### src/rtl/pbm_pkg.sv
package pbm_pkg;

  typedef enum logic [2:0] {
    PBM_IDLE,
    PBM_GAP,
    PBM_PAUSE,
    PBM_MARK,
    PBM_TAIL
  } pbm_state_e;

  function automatic int unsigned pbm_max3(int unsigned a, int unsigned b, int unsigned c);
    int unsigned m;
    m = (a > b) ? a : b;
    return (m > c) ? m : c;
  endfunction

endpackage

### src/rtl/pbm_timebase.sv
module pbm_timebase #(
  parameter int unsigned TS_W = 16
) (
  input  logic            clk,
  input  logic            rst_n,
  input  logic            tick_i,
  input  logic            stamp_i,
  output logic [TS_W-1:0] now_o,
  output logic [TS_W-1:0] now_next_o,
  output logic [TS_W-1:0] last_end_o
);

  logic [TS_W-1:0] now_q;
  logic [TS_W-1:0] now_d;
  logic [TS_W-1:0] stamp_q;
  logic [TS_W-1:0] stamp_d;

  always_comb begin
    now_d   = tick_i  ? now_q + TS_W'(1) : now_q;
    stamp_d = stamp_i ? now_d : stamp_q;
  end

  always_ff @(posedge clk or negedge rst_n) begin
    if (!rst_n) begin
      now_q <= '0;
    end else if (tick_i) begin
      now_q <= now_d;
    end
  end

  always_ff @(posedge clk or negedge rst_n) begin
    if (!rst_n) begin
      stamp_q <= '0;
    end else if (stamp_i) begin
      stamp_q <= stamp_d;
    end
  end

  assign now_o      = now_q;
  assign now_next_o = now_d;
  assign last_end_o = stamp_q;

endmodule

### src/rtl/pbm_seg_timer.sv
module pbm_seg_timer #(
  parameter int unsigned CNT_W = 8
) (
  input  logic             clk,
  input  logic             rst_n,
  input  logic             clear_i,
  input  logic             tick_i,
  input  logic [CNT_W-1:0] limit_i,
  output logic             expire_o
);

  logic [CNT_W-1:0] cnt_q;
  logic [CNT_W-1:0] cnt_d;
  logic             cnt_en;

  always_comb begin
    cnt_en = clear_i | tick_i;
    if (clear_i) begin
      cnt_d = '0;
    end else begin
      cnt_d = cnt_q + CNT_W'(1);
    end
  end

  always_ff @(posedge clk or negedge rst_n) begin
    if (!rst_n) begin
      cnt_q <= '0;
    end else if (cnt_en) begin
      cnt_q <= cnt_d;
    end
  end

  assign expire_o = tick_i && (cnt_q == (limit_i - CNT_W'(1)));

endmodule

### src/rtl/pbm_bit_source.sv
module pbm_bit_source #(
  parameter int unsigned MAX_BITS = 32,
  parameter int unsigned LEN_W    = 6
) (
  input  logic                clk,
  input  logic                rst_n,
  input  logic                load_i,
  input  logic [MAX_BITS-1:0] frame_i,
  input  logic [LEN_W-1:0]    len_i,
  input  logic                take_i,
  input  logic                ks_bit_i,
  output logic                tx_bit_o,
  output logic                empty_o
);

  localparam int unsigned LEFT_W  = $clog2(MAX_BITS + 1);
  localparam int unsigned LEN_TOP = (1 << LEN_W) - 1;

  logic [MAX_BITS-1:0] shreg_q;
  logic [MAX_BITS-1:0] shreg_d;
  logic [LEFT_W-1:0]   left_q;
  logic [LEFT_W-1:0]   left_d;
  logic [LEFT_W-1:0]   len_fit;
  logic                bit_q;
  logic                bit_d;
  logic                shift_en;

  generate
    if (LEN_TOP > MAX_BITS) begin : g_clamp
      always_comb begin
        if (int'(len_i) > int'(MAX_BITS)) begin
          len_fit = LEFT_W'(MAX_BITS);
        end else begin
          len_fit = LEFT_W'(len_i);
        end
      end
    end else begin : g_direct
      always_comb len_fit = LEFT_W'(len_i);
    end
  endgenerate

  always_comb begin
    shift_en = load_i | take_i;
    if (load_i) begin
      shreg_d = frame_i;
      left_d  = len_fit;
    end else begin
      shreg_d = shreg_q >> 1;
      left_d  = left_q - LEFT_W'(1);
    end
    bit_d = shreg_q[0] ^ ks_bit_i;
  end

  always_ff @(posedge clk or negedge rst_n) begin
    if (!rst_n) begin
      shreg_q <= '0;
      left_q  <= '0;
    end else if (shift_en) begin
      shreg_q <= shreg_d;
      left_q  <= left_d;
    end
  end

  always_ff @(posedge clk or negedge rst_n) begin
    if (!rst_n) begin
      bit_q <= 1'b0;
    end else if (take_i) begin
      bit_q <= bit_d;
    end
  end

  assign tx_bit_o = bit_q;
  assign empty_o  = (left_q == '0);

endmodule

### src/rtl/pause_bit_modulator.sv
module pause_bit_modulator
  import pbm_pkg::*;
#(
  parameter int unsigned TS_W        = 16,
  parameter int unsigned MAX_BITS    = 32,
  parameter int unsigned LEN_W       = 6,
  parameter int unsigned PAUSE_TICKS = 30,
  parameter int unsigned ONE_TICKS   = 150,
  parameter int unsigned ZERO_TICKS  = 90,
  parameter int unsigned FRAME_GAP   = 330
) (
  input  logic                clk,
  input  logic                rst_n,
  input  logic                tick_i,
  input  logic                start_i,
  input  logic [MAX_BITS-1:0] frame_i,
  input  logic [LEN_W-1:0]    len_i,
  input  logic                ks_bit_i,
  input  logic                rx_end_i,
  output logic                ks_adv_o,
  output logic                mod_o,
  output logic                busy_o,
  output logic                done_o,
  output logic [TS_W-1:0]     now_o,
  output logic [TS_W-1:0]     last_end_o
);

  localparam int unsigned SEG_MAX = pbm_max3(PAUSE_TICKS, ONE_TICKS, ZERO_TICKS);
  localparam int unsigned SEG_W   = $clog2(SEG_MAX + 1);
  localparam logic [SEG_W-1:0] LIM_PAUSE = SEG_W'(PAUSE_TICKS);
  localparam logic [SEG_W-1:0] LIM_ONE   = SEG_W'(ONE_TICKS - PAUSE_TICKS);
  localparam logic [SEG_W-1:0] LIM_ZERO  = SEG_W'(ZERO_TICKS - PAUSE_TICKS);
  localparam logic [TS_W-1:0]  GAP_TS    = TS_W'(FRAME_GAP);

  pbm_state_e       state_q;
  pbm_state_e       state_d;
  logic             mod_q;
  logic             mod_d;
  logic             done_q;
  logic             load;
  logic             take;
  logic             seg_clr;
  logic             finish;
  logic [SEG_W-1:0] seg_lim;
  logic             seg_exp;
  logic             tx_bit;
  logic             empty;
  logic             gap_ok;
  logic             stamp;
  logic [TS_W-1:0]  now_next;
  logic [TS_W-1:0]  since_end;

  assign stamp = finish | rx_end_i;

  pbm_timebase #(
    .TS_W(TS_W)
  ) u_time (
    .clk       (clk),
    .rst_n     (rst_n),
    .tick_i    (tick_i),
    .stamp_i   (stamp),
    .now_o     (now_o),
    .now_next_o(now_next),
    .last_end_o(last_end_o)
  );

  pbm_seg_timer #(
    .CNT_W(SEG_W)
  ) u_seg (
    .clk     (clk),
    .rst_n   (rst_n),
    .clear_i (seg_clr),
    .tick_i  (tick_i),
    .limit_i (seg_lim),
    .expire_o(seg_exp)
  );

  pbm_bit_source #(
    .MAX_BITS(MAX_BITS),
    .LEN_W   (LEN_W)
  ) u_bits (
    .clk     (clk),
    .rst_n   (rst_n),
    .load_i  (load),
    .frame_i (frame_i),
    .len_i   (len_i),
    .take_i  (take),
    .ks_bit_i(ks_bit_i),
    .tx_bit_o(tx_bit),
    .empty_o (empty)
  );

  always_comb begin
    since_end = now_next - last_end_o;
    gap_ok    = (since_end >= GAP_TS);
  end

  always_comb begin
    state_d = state_q;
    load    = 1'b0;
    take    = 1'b0;
    seg_clr = 1'b0;
    finish  = 1'b0;
    seg_lim = LIM_PAUSE;
    unique case (state_q)
      PBM_IDLE: begin
        seg_clr = 1'b1;
        if (start_i) begin
          load    = 1'b1;
          state_d = PBM_GAP;
        end
      end
      PBM_GAP: begin
        seg_clr = 1'b1;
        if (gap_ok) begin
          if (empty) begin
            state_d = PBM_TAIL;
          end else begin
            take    = 1'b1;
            state_d = PBM_PAUSE;
          end
        end
      end
      PBM_PAUSE: begin
        seg_lim = LIM_PAUSE;
        if (seg_exp) begin
          seg_clr = 1'b1;
          state_d = PBM_MARK;
        end
      end
      PBM_MARK: begin
        seg_lim = tx_bit ? LIM_ONE : LIM_ZERO;
        if (seg_exp) begin
          seg_clr = 1'b1;
          if (empty) begin
            state_d = PBM_TAIL;
          end else begin
            take    = 1'b1;
            state_d = PBM_PAUSE;
          end
        end
      end
      PBM_TAIL: begin
        seg_lim = LIM_PAUSE;
        if (seg_exp) begin
          seg_clr = 1'b1;
          finish  = 1'b1;
          state_d = PBM_IDLE;
        end
      end
      default: begin
        state_d = PBM_IDLE;
      end
    endcase
    mod_d = !((state_d == PBM_PAUSE) || (state_d == PBM_TAIL));
  end

  always_ff @(posedge clk or negedge rst_n) begin
    if (!rst_n) begin
      state_q <= PBM_IDLE;
      mod_q   <= 1'b1;
      done_q  <= 1'b0;
    end else begin
      state_q <= state_d;
      mod_q   <= mod_d;
      done_q  <= finish;
    end
  end

  assign ks_adv_o = take;
  assign mod_o    = mod_q;
  assign busy_o   = (state_q != PBM_IDLE);
  assign done_o   = done_q;

endmodule

### config.mk
export PLATFORM = sky130hd
export DESIGN_NAME = pause_bit_modulator
export DESIGN_NICKNAME = d
export VERILOG_FILES = /design/src/rtl/pbm_pkg.sv /design/src/rtl/pbm_timebase.sv /design/src/rtl/pbm_seg_timer.sv /design/src/rtl/pbm_bit_source.sv /design/src/rtl/pause_bit_modulator.sv
export SDC_FILE = /design/constraint.sdc
export NUM_CORES = 1
export LEC_CHECK = 0
export BUFFER_PORTS_ARGS = -buffer_cell sky130_fd_sc_hd__buf_2
export CORE_ASPECT_RATIO = 1.25
export CORE_MARGIN = 2
export CORE_UTILIZATION = 25
export CTS_CLUSTER_DIAMETER = 40
export CTS_CLUSTER_SIZE = 12
export DETAILED_ROUTE_END_ITERATION = 8
export RECOVER_POWER = 100
export SETUP_SLACK_MARGIN = 0.5
export SKIP_LAST_GASP = 1
export SLEW_MARGIN = 20
export SYNTH_ARGS = -nofsm -noshare
export SYNTH_HDL_FRONTEND = slang
export SYNTH_SLANG_ARGS = --single-unit
### constraint.sdc
create_clock -name clk -period 6.1 [get_ports clk]
set_input_delay 1.22 -clock clk [delete_from_list [all_inputs] [get_ports clk]]
set_output_delay 1.22 -clock clk [all_outputs]
set_load 0.02 [all_outputs]
==> run_results.csv, run 1 <==
group,metric,value,unit
run_status,status,"finished with violations",
run_status,failed_checks,"capacitance limit, slew limit",
placed_design,pre_cts_ws,0.207,ns
drt,ant_nets,0,
sta,rsz0062_at_grt,"true",
yosys,synth-edff-count,0,
placed_design,gp_congestion,0.835,
global_routing,grt_use_met3,2.73,%
floorplanning,fp.dieArea,21100,µm²
critical_path,cp-end-kind,"output port",
yosys,yosys-top-cells-area,"dfrtp_1 42%, a221o_1 6.0%, xnor2_1 5.6%",
yosys,synthDominantCellAreaShare,41.6,%
drt,drc,0,
critical_path,cp-start-kind,"primary input",
yosys,syn_nets,607,
clock_network,cts_max_level,3,
yosys,synth_warnings,0,
global_routing,grt_pass1_wl,20.3,mm
global_routing,antenna_found_initial,1,
sta,setup_ws,0.417,ns
final_layout,drive_gt1_share,16.1,%
final_layout,fin_nets,685,
global_routing,grt-ovfl-total,0,
sta,max_freq,0.176,GHz
critical_path,worst_ep_arrival_time,4.46,ns
clock_network,clkTransAtPathRegs,0.06,ns
global_routing,globalRouteTotalUtil,11.9,%
placed_design,dpl.hpwl,8.70,mm
placed_design,place_inst,868,
yosys,synth_cells,544,
clock_network,cts_tree,"built",
placed_design,place_area,5640,µm²
yosys,yosysTopAreaCell,"dfrtp_1",
drt,wl,12.1,mm
critical_path,worstPathRequired,4.88,ns
yosys,ys_seq_elements,84,
sta,worst_clock_skew,0.00661,ns
yosys,netlist_top_cells_count,"83 x dfrtp_1, 74 x nor2_1, 67 x nand2_1",
clock_network,cts.sinks,84,
critical_path,critical_path.max_fanout,5,
sta,fin_crit,5.68,ns
clock_network,clock_latency,0.34,ns
global_routing,grt_pass1_vias,4149,
flow_run,cap_violations,1,
sta,final_hold_viol_count,0,
floorplanning,start_util,25.6,%
drt,drtPass1Iterations,4,
sta,worstMarginPinSlew,3.81,ns
pwr,cellLeakagePower,0.00276,µW
global_routing,met1_usage,15.6,%
placed_design,numPortBuffers,79,
pwr,p_per_area,409,nW/µm²
clock_network,clock_path_buffers,2,
yosys,ys_types,65,
sta,fin_tns_setup,0,ns
drt,routedWlPerCell,13.5,µm
drt,vias,4187,
floorplanning,fp.dieW,130,µm
yosys,ys_seq_area_share,42.2,%
drt,avgViaCountPerCell,4.69,
sta,slew_viol_final,83,
sta,setup-violations-final,0,
floorplanning,fp.dieH,162,µm
global_routing,grt_util_met2,19.1,%
pwr,total_power,2460,µW
worst_hold_path,hp-class,"reg2reg",
final_layout,fin_area,6020,µm²
sta,relSlewSlack,-154,%
drt,drt-initial-drc-count,200,
floorplanning,ios,80,
yosys,synth_ff_type,"dfrtp_1",
yosys,avgSynthCellArea,9.17,µm²
final_layout,layout.cells.non_filler,893,
floorplanning,core,19500,µm²
floorplanning,rows,57,
global_routing,busiest_layer,"met2",
global_routing,grt_max_degree,83,
clock_network,cts_buffers,9,
sta,period_share,93.2,%
clock_network,cts_root_buf,"clkbuf_16",
pwr,ir_drop,191,µV
critical_path,crit_type,"in2out",
final_layout,area_growth,20.7,%
yosys,synth_area,4990,µm²
yosys,async_flop_share,100,%
yosys,yosysMostFrequentCell,"dfrtp_1",
[cells in the final DEF, fill, tap and decap left out, types with 4 or more instances in the layout]
| cell type | count |
|---|---|
| nand3_1 | 14 |
| clkbuf_16 | 9 |
| xor2_1 | 11 |
| a31oi_1 | 7 |
| inv_1 | 29 |
| nor2_1 | 73 |
| or3_1 | 4 |
| xnor2_1 | 28 |
| o31ai_1 | 5 |
| ha_1 | 13 |
| ha_4 | 4 |
| a221o_1 | 30 |
| nand2_1 | 66 |
| xnor2_2 | 4 |
| o21ai_0 | 8 |
| clkbuf_1 | 45 |
| mux2_2 | 4 |
| nor3_1 | 7 |
| buf_4 | 10 |
| dfrtp_1 | 83 |
| o211ai_1 | 5 |
| buf_2 | 41 |
| a21o_1 | 6 |
| nand4_1 | 5 |
| a21oi_1 | 34 |
[per-stage QoR]
stage | utilization (%) | hold slack (ns)
6_report | 30.9 | 0.509
5_1_grt | 30.9 | 0.530
4_1_cts | 30.8 | 0.510
3_5_place_dp | 28.9 | 0.497
3_3_place_gp | 28.9 | 0.487
2_1_floorplan | - | 0.478
[flip-flops by register name, summed over array words and instances (netlist names)]
signal	cells
u_bits.left_q	6
u_seg.cnt_q	8
u_bits.tx_bit_o	1
state_q	3
mod_o	1
u_bits.shreg_q	32
u_time.now_o	16
done_o	1
u_time.last_end_o	16
[worst paths after layout]
path | from | cells past startpoint | slack [ns] | end
max | tick_i | 16 | 0.42 | ks_adv_o
min | u_bits.shreg_q[4]$_DFFE_PN0P_ | 1 | 0.51 | u_bits.shreg_q[3]$_DFFE_PN0P_
max reg2reg | u_time.now_o[4]$_DFFE_PN0P_ | 16 | 0.99 | u_bits.left_q[1]$_DFFE_PN0P_
min reg2reg | u_bits.shreg_q[4]$_DFFE_PN0P_ | 1 | 0.51 | u_bits.shreg_q[3]$_DFFE_PN0P_
max in group asynchronous | rst_n | 2 | 1.39 | u_time.now_o[5]$_DFFE_PN0P_
min in group asynchronous | rst_n | 1 | 0.67 | u_bits.shreg_q[7]$_DFFE_PN0P_
[kinds of logic after synthesis]
kind of cell	share of synthesized area, %
XOR/XNOR	7.88
buffers and inverters	5.04
AND/OR/NAND/NOR	20.1
flip-flops	42.2
AO/OA/AOI/OAI	18.1
multiplexers	1.81
adder cells (fa/ha/maj)	4.92
[per-layer routing]
| layer | vias to the layer above | wire (µm) |
|---|---|---|
| met5 | - | 0 |
| met4 | 0 | 238 |
| met3 | 18 | 719 |
| met2 | 112 | 5730 |
| met1 | 1979 | 5380 |
| li1 | 2078 | - |
[where the power goes]
group          internal, µW  switching (µW)  leakage [µW]  total (µW)
clock                   287             219      0.000131         506
combinational           477             582       0.00159        1060
sequential              739             160       0.00104         899
total                  1500             961       0.00276        2460
[what timing repair did]
| item | 4_1_cts | 5_1_grt |
|---|---|---|
| pin swaps | 6 | 4 |
| resized for setup | 14 | 16 |
| gates cloned | 0 | 0 |
| hold buffers | 0 | 0 |
| buffers inserted | 5 | 3 |
| endpoints found under the setup margin | 1 | 1 |
[layout make-up]
class | count | area, µm²
antenna | 1 | 2.50
clock buffer | 14 | 254
clock inverter | 2 | 10.0
fill | 2067 | 13500
inverter | 29 | 109
multi-input combinational | 404 | 2760
sequential | 84 | 2100
tap | 265 | 332
timing repair buffer | 94 | 449
[worst max-delay path: stages]
cell and delay, ns:
clkbuf_1 0.12, and3_1 0.26, nand4_4 0.18, clkbuf_1 0.18, nor2_1 0.20, xnor2_1 0.13, ha_1 0.33, and3_4 0.20
or3b_2 0.11, a22oi_1 0.07, a31o_2 0.22, nor3_1 0.17, o2111ai_1 0.13, or4_1 0.46, o2111a_2 0.30, clkbuf_1 0.17
Note: power is estimated with default switching activity, not from simulation.
==> inputs of run 2 (changes only) <==
ABC_AREA = 1   (was not set)
BUFFER_PORTS_ARGS = not set   (was -buffer_cell sky130_fd_sc_hd__buf_2)
DONT_BUFFER_PORTS = 1   (was not set)
==> run_results.csv, run 2 <==
group,metric,value,unit
placed_design,dpl.hpwl,9.69,mm
clock_network,cts_hold_buf,0,
placed_design,numPortBuffers,0,
global_routing,antenna_found_initial,0,
pwr,pwr-share-clk,18.6,%
placed_design,gp_congestion,0.893,
yosys,synth_top_family_by_area,"simple AND/OR/NAND/NOR gates",
yosys,ys_seq_elements,84,
placed_design,place_area,5690,µm²
critical_path,worstPathRequired,4.88,ns
global_routing,globalRouteTotalUtil,12.0,%
drt,drt-initial-drc-count,211,
drt,avgViaCountPerCell,4.54,
critical_path,r2r_cells,23,
floorplanning,core,21500,µm²
floorplanning,rows,60,
yosys,ys_seq_area_share,38.2,%
clock_network,cts_max_level,3,
floorplanning,fp.dieW,137,µm
floorplanning,start_util,25.6,%
pwr,p_per_area,546,nW/µm²
yosys,yosys-top-cells-area,"dfrtp_1 38%, nand2_1 12%, nand3_1 9.0%",
yosys,synth-xor-area-share,5.25,%
drt,routedWlPerCell,13.4,µm
global_routing,grt_pass1_wl,22.0,mm
pwr,seqPwrFrac,30.5,%
drt,drtPass1Iterations,5,
final_layout,mostFrequentLayoutCells,"181 x nand2_1, 113 x nand3_1, 94 x inv_1, 83 x dfrtp_1, 39 x nor2_1",
final_layout,layout_commonest_cell,"nand2_1",
final_layout,fin_nets,762,
clock_network,clock_latency,0.35,ns
yosys,ys_types,45,
pwr,combPwrFrac,50.9,%
yosys,synth.area.mux_share,0,%
sta,period_share,88.0,%
clock_network,clkTransAtPathRegs,0.07,ns
yosys,netlist_top_cells_count,"179 x nand2_1, 99 x nand3_1, 94 x inv_1",
sta,slew_viol_final,33,
yosys,synth_fa_ha_area_share,4.45,%
yosys,yosysTopAreaCell,"dfrtp_1",
final_layout,utilization,27.3,%
final_layout,drive_gt1_share,8.38,%
yosys,synth_area,5510,µm²
pwr,p_sw,1560,µW
critical_path,r2r-start,"u_time.now_o[2]$_DFFE_PN0P_",
final_layout,nFillCells,2344,
clock_network,cts_tree,"built",
run_status,failed_checks,"capacitance limit, slew limit",
critical_path,timing.rr.end,"u_bits.left_q[1]$_DFFE_PN0P_",
yosys,yosys.area_share.simple,36.4,%
yosys,yosysMostFrequentCell,"nand2_1",
final_layout,fin_area,5890,µm²
worst_hold_path,holdPathEnd,"u_bits.shreg_q[31]$_DFFE_PN0P_",
drt,wl,13.2,mm
yosys,synth_cells,709,
clock_network,cts_root_buf,"clkbuf_16",
pwr,p_sw_share,48.4,%
sta,relSlewSlack,-3.99,%
yosys,synth_warnings,0,
sta,setup-violations-final,0,
global_routing,grt-ovfl-total,0,
sta,rsz0062_at_grt,"false",
clock_network,cts_buffers,9,
floorplanning,fp.dieH,170,µm
yosys,async_flop_share,100,%
global_routing,grt_max_degree,85,
critical_path,crit_type,"reg2out",
floorplanning,fp.dieArea,23200,µm²
final_layout,antenna_cells,0,
pwr,ir_drop,214,µV
drt,ant_nets,0,
yosys,syn_nets,772,
pwr,cellLeakagePower,0.00294,µW
sta,worst_clock_skew,0.0123,ns
final_layout,regMostFlops,"u_bits.shreg_q",
yosys,synth_ff_type,"dfrtp_1",
critical_path,worst_ep_arrival_time,4.15,ns
worst_hold_path,hp-class,"reg2reg",
yosys,synth_compound_area_share,5.30,%
drt,vias,4460,
yosys,synth-edff-count,0,
yosys,avgSynthCellArea,7.76,µm²
run_status,status,"finished with violations",
worst_hold_path,min_path_cells,2,
pwr,power.internal,1660,µW
final_layout,largest_reg_flops,32,
critical_path,cp-end-kind,"output port",
sta,worstMarginPinSlew,1.56,ns
critical_path,critical_path.max_fanout,5,
floorplanning,ios,80,
final_layout,area_growth,6.93,%
critical_path,reg2reg_slack,1.05,ns
drt,drc,0,
flow_run,cap_violations,1,
clock_network,clock_path_buffers,2,
sta,fin_tns_setup,0,ns
global_routing,grt_pass1_vias,4389,
critical_path,cp-start-kind,"flip-flop",
sta,max_freq,0.186,GHz
clock_network,cts.sinks,84,
worst_hold_path,hp-start,"u_bits.shreg_q[31]$_DFFE_PN0P_",
sta,final_hold_viol_count,0,
sta,fin_crit,5.37,ns
yosys,synthDominantCellAreaShare,37.7,%
[run 2: cell count changes in the layout (fill, tap and decap cells not counted), sizes merged, moves of 30 or more]
| cell | previous run | this run |
|---|---|---|
| clkbuf | 56 | 11 |
| nand2 | 67 | 185 |
| a221o | 30 | 0 |
| nand3 | 15 | 134 |
| buf | 51 | 4 |
| inv | 29 | 102 |
[run 2: power by group through the flow]
stage	Clock [µW]	Sequential, µW	Combinational, µW
CTS	618	995	1690
floorplan	0	946	1460
global route	638	1010	1900
detailed placement	0	1010	1680
global placement	0	999	1670
finish	597	981	1640
[run 2: kinds of logic (layout without fill, tap and decap cells)]
kind of cell / count (synthesis) / after routing
adders and majority gates: 19 / 19
xor gates and xnor gates: 33 / 33
DFF: 84 / 84
AOI/OAI and AO/OA: 54 / 54
buffers and inverters: 125 / 120
and+or+nand+nor: 394 / 394
[run 2: routing by layer]
layer | up-vias | share of wire, % | global-route usage (%)
li1 | 2259 | - | -
met1 | 2095 | 42 | 14.0
met2 | 87 | 48 | 20.1
met3 | 19 | 7.4 | 4.38
met4 | 0 | 2.1 | 3.99
met5 | - | 0 | 0
[run 2: repair_timing]
action	CTS	global route
resized for setup	0	0
setup endpoints to repair	0	1
buffers inserted	0	2
[run 2: critical path: stages (launching register included)]
cell     delay, ns
dfrtp_1       0.53
nand2_1       0.13
nor2_2        0.11
inv_2         0.04
nor2_1        0.43
inv_1         0.09
nor2_1        0.29
nand3_1       0.19
xnor2_1       0.19
ha_1          0.39
inv_1         0.08
nor3_1        0.28
and2_1        0.18
nand2_1       0.09
nand2_1       0.08
nand2_1       0.04
nand2_1       0.10
nand3_2       0.10
nor2_4        0.13
nand3_4       0.11
nand2_4       0.07
inv_1         0.13
[run 2: final cells by class]
class / instances / area (µm²) / area share [%]
Clock buffer: 9 / 225 / 3.83
Sequential cell: 84 / 2100 / 35.7
Clock inverter: 7 / 90.1 / 1.53
Tap cell: 279 / 349 / 5.93
Inverter: 98 / 368 / 6.25
Timing Repair Buffer: 6 / 38.8 / 0.659
Multi-Input combinational cell: 500 / 2710 / 46.1
[run 2: worst max-delay path by stage]
stage                                 from  endpoint  slack [ns]  depth (start not counted)
4_1_cts                             tick_i  ks_adv_o        0.74                         19
5_1_grt        u_time.now_o[2]$_DFFE_PN0P_  ks_adv_o        0.31                         21
2_1_floorplan                       tick_i  ks_adv_o        1.12                         21
3_5_place_dp                        tick_i  ks_adv_o        0.75                         19
6_report       u_time.now_o[2]$_DFFE_PN0P_  ks_adv_o        0.73                         21
3_3_place_gp                        tick_i  ks_adv_o        0.76                         19
[run 2: metrics by stage]
| stage | hold WS, ns | power [µW] | setup slack (ns) | cells |
|---|---|---|---|---|
| after global placement | 0.484 | 2670 | 0.759 | 965 |
| after detailed placement | 0.496 | 2690 | 0.746 | 965 |
| after global routing | 0.527 | 3540 | 0.307 | 983 |
| final | 0.510 | 3210 | 0.730 | 983 |
| after CTS | 0.514 | 3300 | 0.735 | 981 |
| after floorplan | 0.469 | 2410 | 1.12 | 709 |
